`src/rtl/regstk_pkg.sv`:
```
package regstk_pkg;
  typedef enum logic [1:0] {
    OP_IDLE = 2'd0,
    OP_PUSH = 2'd1,
    OP_POP  = 2'd2,
    OP_DROP = 2'd3
  } stk_op_e;
endpackage

```
`src/rtl/regstk_ctrl.sv`:
```
module regstk_ctrl
  import regstk_pkg::*;
#(
  parameter int DEPTH = 64,
  localparam int PTR_W = $clog2(DEPTH)
) (
  input  logic             clk,
  input  logic             rst_n,
  input  logic             push_i,
  input  logic             pop_i,
  output logic             wr_en_o,
  output logic [PTR_W-1:0] wr_addr_o,
  output logic             rd_en_o,
  output logic [PTR_W-1:0] rd_addr_o,
  output logic [PTR_W-1:0] sp_o,
  output logic             full_o,
  output logic             empty_o,
  output logic             err_o
);
  logic [PTR_W-1:0] sp_q, sp_up, sp_dn;
  logic             full_q, empty_q, err_q;
  stk_op_e          op;

  assign sp_up = sp_q + PTR_W'(1);
  assign sp_dn = sp_q - PTR_W'(1);

  always_comb begin
    op = OP_IDLE;
    if (push_i && pop_i)          op = OP_DROP;
    else if (push_i)              op = full_q  ? OP_DROP : OP_PUSH;
    else if (pop_i)               op = empty_q ? OP_DROP : OP_POP;
  end

  always_ff @(posedge clk) begin
    if (!rst_n) begin
      sp_q    <= '0;
      full_q  <= 1'b0;
      empty_q <= 1'b1;
      err_q   <= 1'b0;
    end else begin
      err_q <= (op == OP_DROP);
      case (op)
        OP_PUSH: begin
          sp_q    <= sp_up;
          full_q  <= (sp_up == '0);
          empty_q <= 1'b0;
        end
        OP_POP: begin
          sp_q    <= sp_dn;
          full_q  <= 1'b0;
          empty_q <= (sp_dn == '0);
        end
        default: ;
      endcase
    end
  end

  assign wr_en_o   = (op == OP_PUSH);
  assign wr_addr_o = sp_up;
  assign rd_en_o   = (op == OP_POP);
  assign rd_addr_o = sp_q;
  assign sp_o      = sp_q;
  assign full_o    = full_q;
  assign empty_o   = empty_q;
  assign err_o     = err_q;

  // accepted write advances the pointer by one
  a_r2_push_advances: assert property (@(posedge clk) disable iff (!rst_n)
    (push_i && !pop_i && !full_o) |=> (sp_o == $past(sp_o) + PTR_W'(1)) && !empty_o);
  // write from pointer 63 wraps to 0 and raises full
  a_r3_full_on_wrap: assert property (@(posedge clk) disable iff (!rst_n)
    (push_i && !pop_i && !full_o && sp_o == {PTR_W{1'b1}}) |=> full_o && sp_o == '0);
  // accepted read retreats the pointer and clears full
  a_r4_pop_retreats: assert property (@(posedge clk) disable iff (!rst_n)
    (pop_i && !push_i && !empty_o) |=> (sp_o == $past(sp_o) - PTR_W'(1)) && !full_o);
  // empty only ever with the pointer at 0
  a_r5_empty_at_zero: assert property (@(posedge clk) disable iff (!rst_n)
    empty_o |-> (sp_o == '0) && !full_o);
  // simultaneous requests leave state alone and flag an error
  a_r8_both_dropped: assert property (@(posedge clk) disable iff (!rst_n)
    (push_i && pop_i) |=> $stable(sp_o) && $stable(full_o) && $stable(empty_o) && err_o);
  // write against full is dropped
  a_r6_full_hold: assert property (@(posedge clk) disable iff (!rst_n)
    (push_i && full_o) |=> $stable(sp_o) && full_o && err_o);
endmodule

```
`src/rtl/regstk_mem.sv`:
```
module regstk_mem #(
  parameter int DEPTH  = 64,
  parameter int DATA_W = 16,
  localparam int PTR_W = $clog2(DEPTH)
) (
  input  logic              clk,
  input  logic              rst_n,
  input  logic              wr_en_i,
  input  logic [PTR_W-1:0]  wr_addr_i,
  input  logic [DATA_W-1:0] wr_data_i,
  input  logic              rd_en_i,
  input  logic [PTR_W-1:0]  rd_addr_i,
  output logic [DATA_W-1:0] rd_data_o
);
  logic [DATA_W-1:0] words [DEPTH];
  logic [DATA_W-1:0] dreg_q;

  always_ff @(posedge clk) begin
    if (wr_en_i) words[wr_addr_i] <= wr_data_i;
  end

  always_ff @(posedge clk) begin
    if (!rst_n)       dreg_q <= '0;
    else if (rd_en_i) dreg_q <= words[rd_addr_i];
  end

  assign rd_data_o = dreg_q;

  // data register moves only on an accepted read
  a_r7_dreg_hold: assert property (@(posedge clk) disable iff (!rst_n)
    !rd_en_i |=> $stable(rd_data_o));
endmodule

```
`src/rtl/regstk.sv`:
```
module regstk #(
  parameter int DEPTH  = 64,
  parameter int DATA_W = 16,
  localparam int PTR_W = $clog2(DEPTH)
) (
  input  logic              clk,
  input  logic              rst_n,
  input  logic              push_i,
  input  logic              pop_i,
  input  logic [DATA_W-1:0] push_data_i,
  output logic [DATA_W-1:0] pop_data_o,
  output logic [PTR_W-1:0]  sp_o,
  output logic              full_o,
  output logic              empty_o,
  output logic              err_o
);
  logic             wr_en, rd_en;
  logic [PTR_W-1:0] wr_addr, rd_addr;

  initial begin
    if ((1 << PTR_W) != DEPTH)
      $error("regstk: DEPTH must be a power of two for pointer wrap");
  end

  regstk_ctrl #(.DEPTH(DEPTH)) u_ctrl (
    .clk       (clk),
    .rst_n     (rst_n),
    .push_i    (push_i),
    .pop_i     (pop_i),
    .wr_en_o   (wr_en),
    .wr_addr_o (wr_addr),
    .rd_en_o   (rd_en),
    .rd_addr_o (rd_addr),
    .sp_o      (sp_o),
    .full_o    (full_o),
    .empty_o   (empty_o),
    .err_o     (err_o)
  );

  regstk_mem #(.DEPTH(DEPTH), .DATA_W(DATA_W)) u_mem (
    .clk       (clk),
    .rst_n     (rst_n),
    .wr_en_i   (wr_en),
    .wr_addr_i (wr_addr),
    .wr_data_i (push_data_i),
    .rd_en_i   (rd_en),
    .rd_addr_i (rd_addr),
    .rd_data_o (pop_data_o)
  );

  // error never persists across an accepted operation
  a_r9_err_pulse: assert property (@(posedge clk) disable iff (!rst_n)
    (wr_en || rd_en) |=> !err_o);
endmodule

```
`config.mk`:
```
export PLATFORM = sky130hd
export DESIGN_NAME = regstk
export DESIGN_NICKNAME = d
export VERILOG_FILES = /design/src/rtl/regstk_pkg.sv /design/src/rtl/regstk_ctrl.sv /design/src/rtl/regstk_mem.sv /design/src/rtl/regstk.sv
export SDC_FILE = /design/constraint.sdc
export NUM_CORES = 1
export LEC_CHECK = 0
export BUFFER_PORTS_ARGS = -buffer_cell sky130_fd_sc_hd__buf_2
export CORE_MARGIN = 5
export CORE_UTILIZATION = 28
export DETAILED_ROUTE_END_ITERATION = 12
export PLACE_DENSITY = 0.55
export SLEW_MARGIN = 5
export SYNTH_ARGS = -nofsm -noshare
export SYNTH_HDL_FRONTEND = slang
export SYNTH_SLANG_ARGS = --single-unit
```
`constraint.sdc`:
```
create_clock -name clk -period 3.18 [get_ports clk]
set_input_delay 0.477 -clock clk [delete_from_list [all_inputs] [get_ports clk]]
set_output_delay 0.477 -clock clk [all_outputs]
set_load 0.005 [all_outputs]
```
==> out/qor.txt, run 1 <==
Status = finished clean
GR Util met3 = 0.0373
CP top delay family = buffers and inverters
RSZ-0062 raised after global routing = false
Multi-input combinational cell area = 0.00862 sq mm
Pin count of the biggest net entering global routing = 65
Number of synthesized flops with an enable pin = 1024
Critical Path End Type = flip-flop
WP buf/inv = 3
Sequential Area = 0.0313 sq mm
Layout Cells excl Fill = 4015
Net count after synthesis = 1850
Post-synthesis register bit count = 1049
Critical path, cell by cell = buf_12, buf_4, mux4_2, o22ai_1, a2111oi_1, clkdlybuf4s18_2, a221o_1
Setup TNS = 0 ns
GP Congestion = 0.872
Clock Tree Buf Depth = 3
Fin. Hold Viols = 0
Synth top area share = 0.758
Layout overhead on the synthesized area = 16.8%
Max-slew violations = 0
Max FO, Critical Path = 22
Ys Warns = 0
Tmin final = 2.94 ns
First-pass GRT wire length = 149 mm
First-pass DRT Iterations = 5
Mapped Area = 0.0406 sq mm
Fmax = 0.340 GHz
Asr flop ratio synth = 0
Clock Skew = 0.0308 ns
Slew at the pin with the worst max-slew slack = 1.25 ns
Critical setup path kind = reg -> reg
Placed cells = 3813
H-tree depth = 3
Worst Path Required = 3.74 ns
Total global-route track usage = 0.135
Slowest library cell on the worst path = dfxtp_4
Post-DP HPWL = 64.6 mm
Clk_lat worst skew = 0.68 ns
Hold Path Class = in -> reg
Tcrit/Tclk final = 0.925
Vias post-DR = 19500
GR Layer Usage met2 = 0.215
CTS clk-pin slew, worst paths = 0.06 ns
Peak supply drop = 0.000420 V
Root Buffer = clkbuf_16
CTS tree = built
# rows = 139
Power, Total = 31.4 mW
Crit path largest cell delay = 0.56 ns
Most common flop cell mapped by yosys = edfxtp_1
Fraction of final layout cells sized beyond drive strength 1 = 0.291
Wire length per cell = 25.9 microns
Initial antenna violation count = 6
Leak = 14.5 nW
Post-CTS Setup Bufs = 0
Chip width = 391 microns
Starting Density = 0.282
CP arrival = 3.50 ns
Grt peak-use layer = met2
Die ar. = 0.153 sq mm
Grt met1 use = 0.181
DRC marker count from the first detailed-route iteration = 1892
Final WL = 104 mm
Antenna-violating nets left = 0
Synth area leaders = edfxtp_1 (76%), mux4_2 (14%), dfxtp_1 (1.2%), mux4_1 (0.91%), mux2i_1 (0.86%)
Setup violators final = 0
Cells after Synth = 1823
CTS Buf Count = 105
Sink Count = 1049
MaxCap Viol Count = 0
Syn Area/Cell = 22.3 sq um
Final net count = 2045
Slew headroom = 0.165
Filler Cell Count = 13400
Port buffer count = 44
Die Y-Extent = 391 microns
Dominant cell type by area after synthesis = edfxtp_1
Core Area = 0.144 sq mm
IO Pins = 45
Via-per-instance ratio = 4.85
Drt drc = 0
Cell area power density = 663 mW/mm^2
Sequential fraction of the synthesis area = 0.770
Total grt overflow = 0
Vias in the first global route = 20100
Crit path launch type = flip-flop
Post-synth cell types = 57
[final timing paths]
check / startpoint / end / slack, ns / cells past startpoint
setup reg to reg: u_ctrl.rd_addr_o[0] / u_mem.rd_data_o[1] / 0.24 / 7
hold / removal: rst_n / u_ctrl.empty_o / 0.13 / 2
setup / recovery: u_ctrl.rd_addr_o[0] / u_mem.rd_data_o[1] / 0.24 / 7
hold reg to reg: u_mem.rd_data_o[10] / u_mem.rd_data_o[10] / 0.55 / 1
[timing repair]
action                     4_1_cts  5_1_grt
hold buffers                     0        0
setup endpoints to repair        0        1
resized for setup                0        1
[cell usage in the layout (no fill, tap or decap), types with 7 or more instances in the layout]
master | netlist | routed
nor2_1 | 77 | 77
o221ai_1 | 14 | 14
ha_1 | 7 | 7
a221oi_1 | 16 | 16
bufinv_16 | 0 | 14
mux2_2 | 15 | 15
buf_2 | 33 | 44
o2bb2ai_1 | 13 | 13
and2_1 | 8 | 8
clkbuf_16 | 0 | 107
clkinv_2 | 0 | 15
clkinv_1 | 1 | 20
a2111oi_0 | 13 | 9
a211oi_1 | 13 | 13
nand3_1 | 13 | 13
mux4_2 | 245 | 245
a22oi_1 | 9 | 9
buf_4 | 13 | 132
o22ai_1 | 40 | 40
nand2_1 | 33 | 33
buf_12 | 4 | 17
dfxtp_1 | 25 | 20
edfxtp_1 | 1024 | 1024
nor2b_1 | 19 | 19
mux4_1 | 14 | 14
mux2i_1 | 35 | 35
clkbuf_1 | 25 | 28
a221o_1 | 13 | 13
[cells by family after synthesis]
group / Yosys count / share of synthesized area
buf+inv: 115 / 0.0173
simple gates: 177 / 0.0207
compound gates: 157 / 0.0297
flops: 1049 / 0.770
xor+xnor: 9 / 0.00194
mux: 309 / 0.158
fa+ha+maj: 7 / 0.00216
[layout make-up]
cell class                 instances  area share
sequential                      1049       0.660
multi-input combinational        659       0.182
clock buffer                     135      0.0588
tap                             1903      0.0503
timing repair buffer             195      0.0331
clock inverter                    62      0.0150
inverter                           8    0.000634
antenna                            4    0.000211
[metal layers]
metal  vias up  share of wire
li1       8178              -
met1     10400           0.41
met2       737           0.48
met3       141          0.083
met4         4          0.026
met5         -         0.0019
[cells in the mapped netlist, drive strengths merged (4+ instances only)]
cell type / n
a22oi: 9
mux2: 15
ha: 7
nand3: 13
o221ai: 14
buf: 80
a221o: 13
nand2: 33
a211oi: 13
o2bb2ai: 13
inv: 7
a221oi: 16
and2: 8
dfxtp: 25
xnor2: 6
o21ai: 10
nor2: 77
nand4: 4
nand2b: 6
edfxtp: 1024
a2111oi: 13
mux4: 259
o22ai: 40
clkbuf: 27
a21oi: 4
nor2b: 19
mux2i: 35
[worst reg2reg max path, stage by stage (launching register included)]
cell and delay [ns]:
dfxtp_4 0.56, buf_12 0.28, buf_4 0.34, mux4_2 0.56, o22ai_1 0.35, a2111oi_1 0.10
clkdlybuf4s18_2 0.30, a221o_1 0.33
[sequential cells by signal (all words and copies together), names as in the netlist]
register          flops
u_ctrl.empty_o        1
u_ctrl.full_o         1
u_ctrl.rd_addr_o      6
u_mem.rd_data_o      16
u_ctrl.err_o          1
u_mem.words        1024
[stage by stage]
stage / setup slack, ns / cell area, sq um / hold WS [ns] / utilization
global placement: -0.255 / 43800 / 0.527 / 0.305
detailed placement: -0.111 / 43900 / 0.527 / 0.305
floorplan: 0.0575 / 40600 / 0.482 / -
global route: 0.107 / 47400 / 0.103 / 0.329
finish: 0.239 / 47400 / 0.131 / 0.329
CTS: 0.114 / 47300 / 0.0752 / 0.329
[where the power goes]
part           switching (mW)  internal (mW)
clock network            5.16           7.34
logic                    1.95           1.53
registers               0.129           15.3
No activity file was read; power rests on OpenSTA's default activity.
==> run 2, diff against run 1 <==
- CTS_BUF_LIST: unset -> sky130_fd_sc_hd__clkbuf_4
==> out/qor.txt, run 2 (synthesis gave the netlist of run 1 again) <==
Slew at the pin with the worst max-slew slack = 1.24 ns (-0.0149 ns)
Via-per-instance ratio = 4.84 (-0.24%)
Initial antenna violation count = 9 (+3)
Number of flip-flops under the largest register name = 1024 (unchanged)
Antenna-violating nets left = 0 (unchanged)
Met2 routed WL = 51.2 mm (+3.3%)
Die Y-Extent = 391 microns (unchanged)
Root Buffer = clkbuf_4
Vias in the first global route = 21700 (+7.7%)
Tcrit/Tclk final = 0.926 (+0.000929)
Crit path launch type = flip-flop
Vias post-DR = 20700 (+6.2%)
Fin. Hold Viols = 0 (unchanged)
Hold Path Class = in -> reg
Drt drc = 0 (unchanged)
CTS tree = built
GP Congestion = 0.872 (unchanged)
First-pass DRT Iterations = 7 (+2)
Filler Cell Count = 13600 (+1.7%)
Final net count = 2238 (+9.4%)
Layout overhead on the synthesized area = 16.2%
CTS Buf Count = 283 (+170%)
Most frequent cells in the layout = edfxtp_1 (1024), clkbuf_4 (383), mux4_2 (245)
Critical Path End Type = flip-flop
Clock Tree Buf Depth = 4 (+1)
Max layer used = met4
Setup violators final = 0 (unchanged)
Hold Slack = 0.184 ns (+0.0533 ns)
Status = finished clean
Max-slew violations = 0 (unchanged)
FF-to-FF setup slack = 0.24 ns (about the same)
Design area = 0.0471 sq mm (-0.45%)
Critical setup path kind = reg -> reg
Max FO, Critical Path = 14 (-36%)
Worst Path Required = 4.23 ns (+0.49 ns)
# rows = 139 (unchanged)
Fmax = 0.340 GHz (-0.10%)
Starting Density = 0.282 (unchanged)
First-pass GRT wire length = 153 mm (+2.4%)
Chip width = 391 microns (unchanged)
Final WL = 106 mm (+1.8%)
H-tree depth = 5 (+2)
Slew headroom = 0.175 (+0.00996)
Total global-route track usage = 0.138 (+0.00285)
Leak = 14.7 nW (+1.7%)
Pin count of the biggest net entering global routing = 65 (unchanged)
Commonest non-fill, non-tap cell in the layout = edfxtp_1
CP arrival = 3.99 ns (+0.49 ns)
Total grt overflow = 0 (unchanged)
Post-CTS Setup Bufs = 0 (unchanged)
DRC marker count from the first detailed-route iteration = 2086 (+10%)
Peak supply drop = 0.000347 V (-17%)
CTS clk-pin slew, worst paths = 0.07 ns (about the same)
Cell Area, Placed = 0.0439 sq mm (unchanged)
Wire length on met1 = 44.5 mm (+3.4%)
Post-DP HPWL = 64.6 mm (unchanged)
Fraction of final layout cells sized beyond drive strength 1 = 0.363 (+0.0721)
MaxCap Viol Count = 0 (unchanged)
RSZ-0062 raised after global routing = false
Sink Count = 1049 (unchanged)
Clk_lat worst skew = 1.12 ns (+0.44 ns)
Cell area power density = 630 mW/mm^2 (-5.1%)
DR WL met3 = 8.04 mm (-6.8%)
Top reg by flops = u_mem.words
Tmin final = 2.94 ns (+0.00296 ns)
Die ar. = 0.153 sq mm (unchanged)
IO Pins = 45 (unchanged)
Wire length per cell = 24.8 microns (-4.4%)
Clock Skew = 0.111 ns (+0.0800 ns)
Port buffer count = 44 (unchanged)
Core Area = 0.144 sq mm (unchanged)
[run 2: path summary, 6_finish.rpt]
path / depth (start not counted) / start / to
min: 1 / push_data_i[4] / u_mem.words[27][4]
max reg2reg: 7 / u_ctrl.empty_o / u_mem.rd_data_o[6]
min reg2reg: 1 / u_mem.rd_data_o[10] / u_mem.rd_data_o[10]
max: 7 / u_ctrl.empty_o / u_mem.rd_data_o[6]
[run 2: area by class of cell]
type	instances	area (sq um)	share of cell area
Clock buffer	383	2880	0.0610
Tap cell	1903	2380	0.0505
Sequential cell	1049	31300	0.663
Antenna cell	11	27.5	0.000584
Timing Repair Buffer	210	1720	0.0364
Clock inverter	52	234	0.00496
Inverter	8	30.0	0.000637
Multi-Input combinational cell	659	8620	0.183
[run 2: per-layer routing]
metal	up-vias	GRT usage
met4	0	0.0429
met5	-	0
li1	8692	-
met1	10900	0.184
met2	887	0.219
met3	180	0.0380
[run 2: where the power goes]
group / internal, mW / total [mW] / switching, mW
registers: 15.3 / 15.4 / 0.128
logic: 1.55 / 3.50 / 1.95
clock network: 5.58 / 10.8 / 5.17
[run 2: per-stage QoR]
step | total power [mW] | utilization | TNS, ns | cells | worst slack (ns)
floorplan | 17.9 | - | 0 | 1823 | 0.0575
detailed placement | 19.3 | 0.305 | -0.111 | 3813 | -0.111
global placement | 19.2 | 0.305 | -0.706 | 3812 | -0.255
global route | 31.0 | 0.328 | 0 | 4270 | 0.0985
CTS | 30.1 | 0.328 | 0 | 4263 | 0.0605
finish | 29.7 | 0.328 | 0 | 4275 | 0.236
[run 2: what timing repair did]
| item | in CTS | in global routing |
|---|---|---|
| resized for setup | 0 | 1 |
| endpoints found under the setup margin | 0 | 1 |
| hold buffers | 15 | 0 |
| endpoints found under the hold margin | 401 | 0 |
[run 2: critical path, cell delays in order, from the launching register on]
cell       delay [ns]
dfxtp_1          0.42
a21o_1           0.24
inv_1            0.07
ha_1             0.17
buf_4            0.21
nand3_1          0.50
a2111oi_1        1.01
a221o_1          0.25
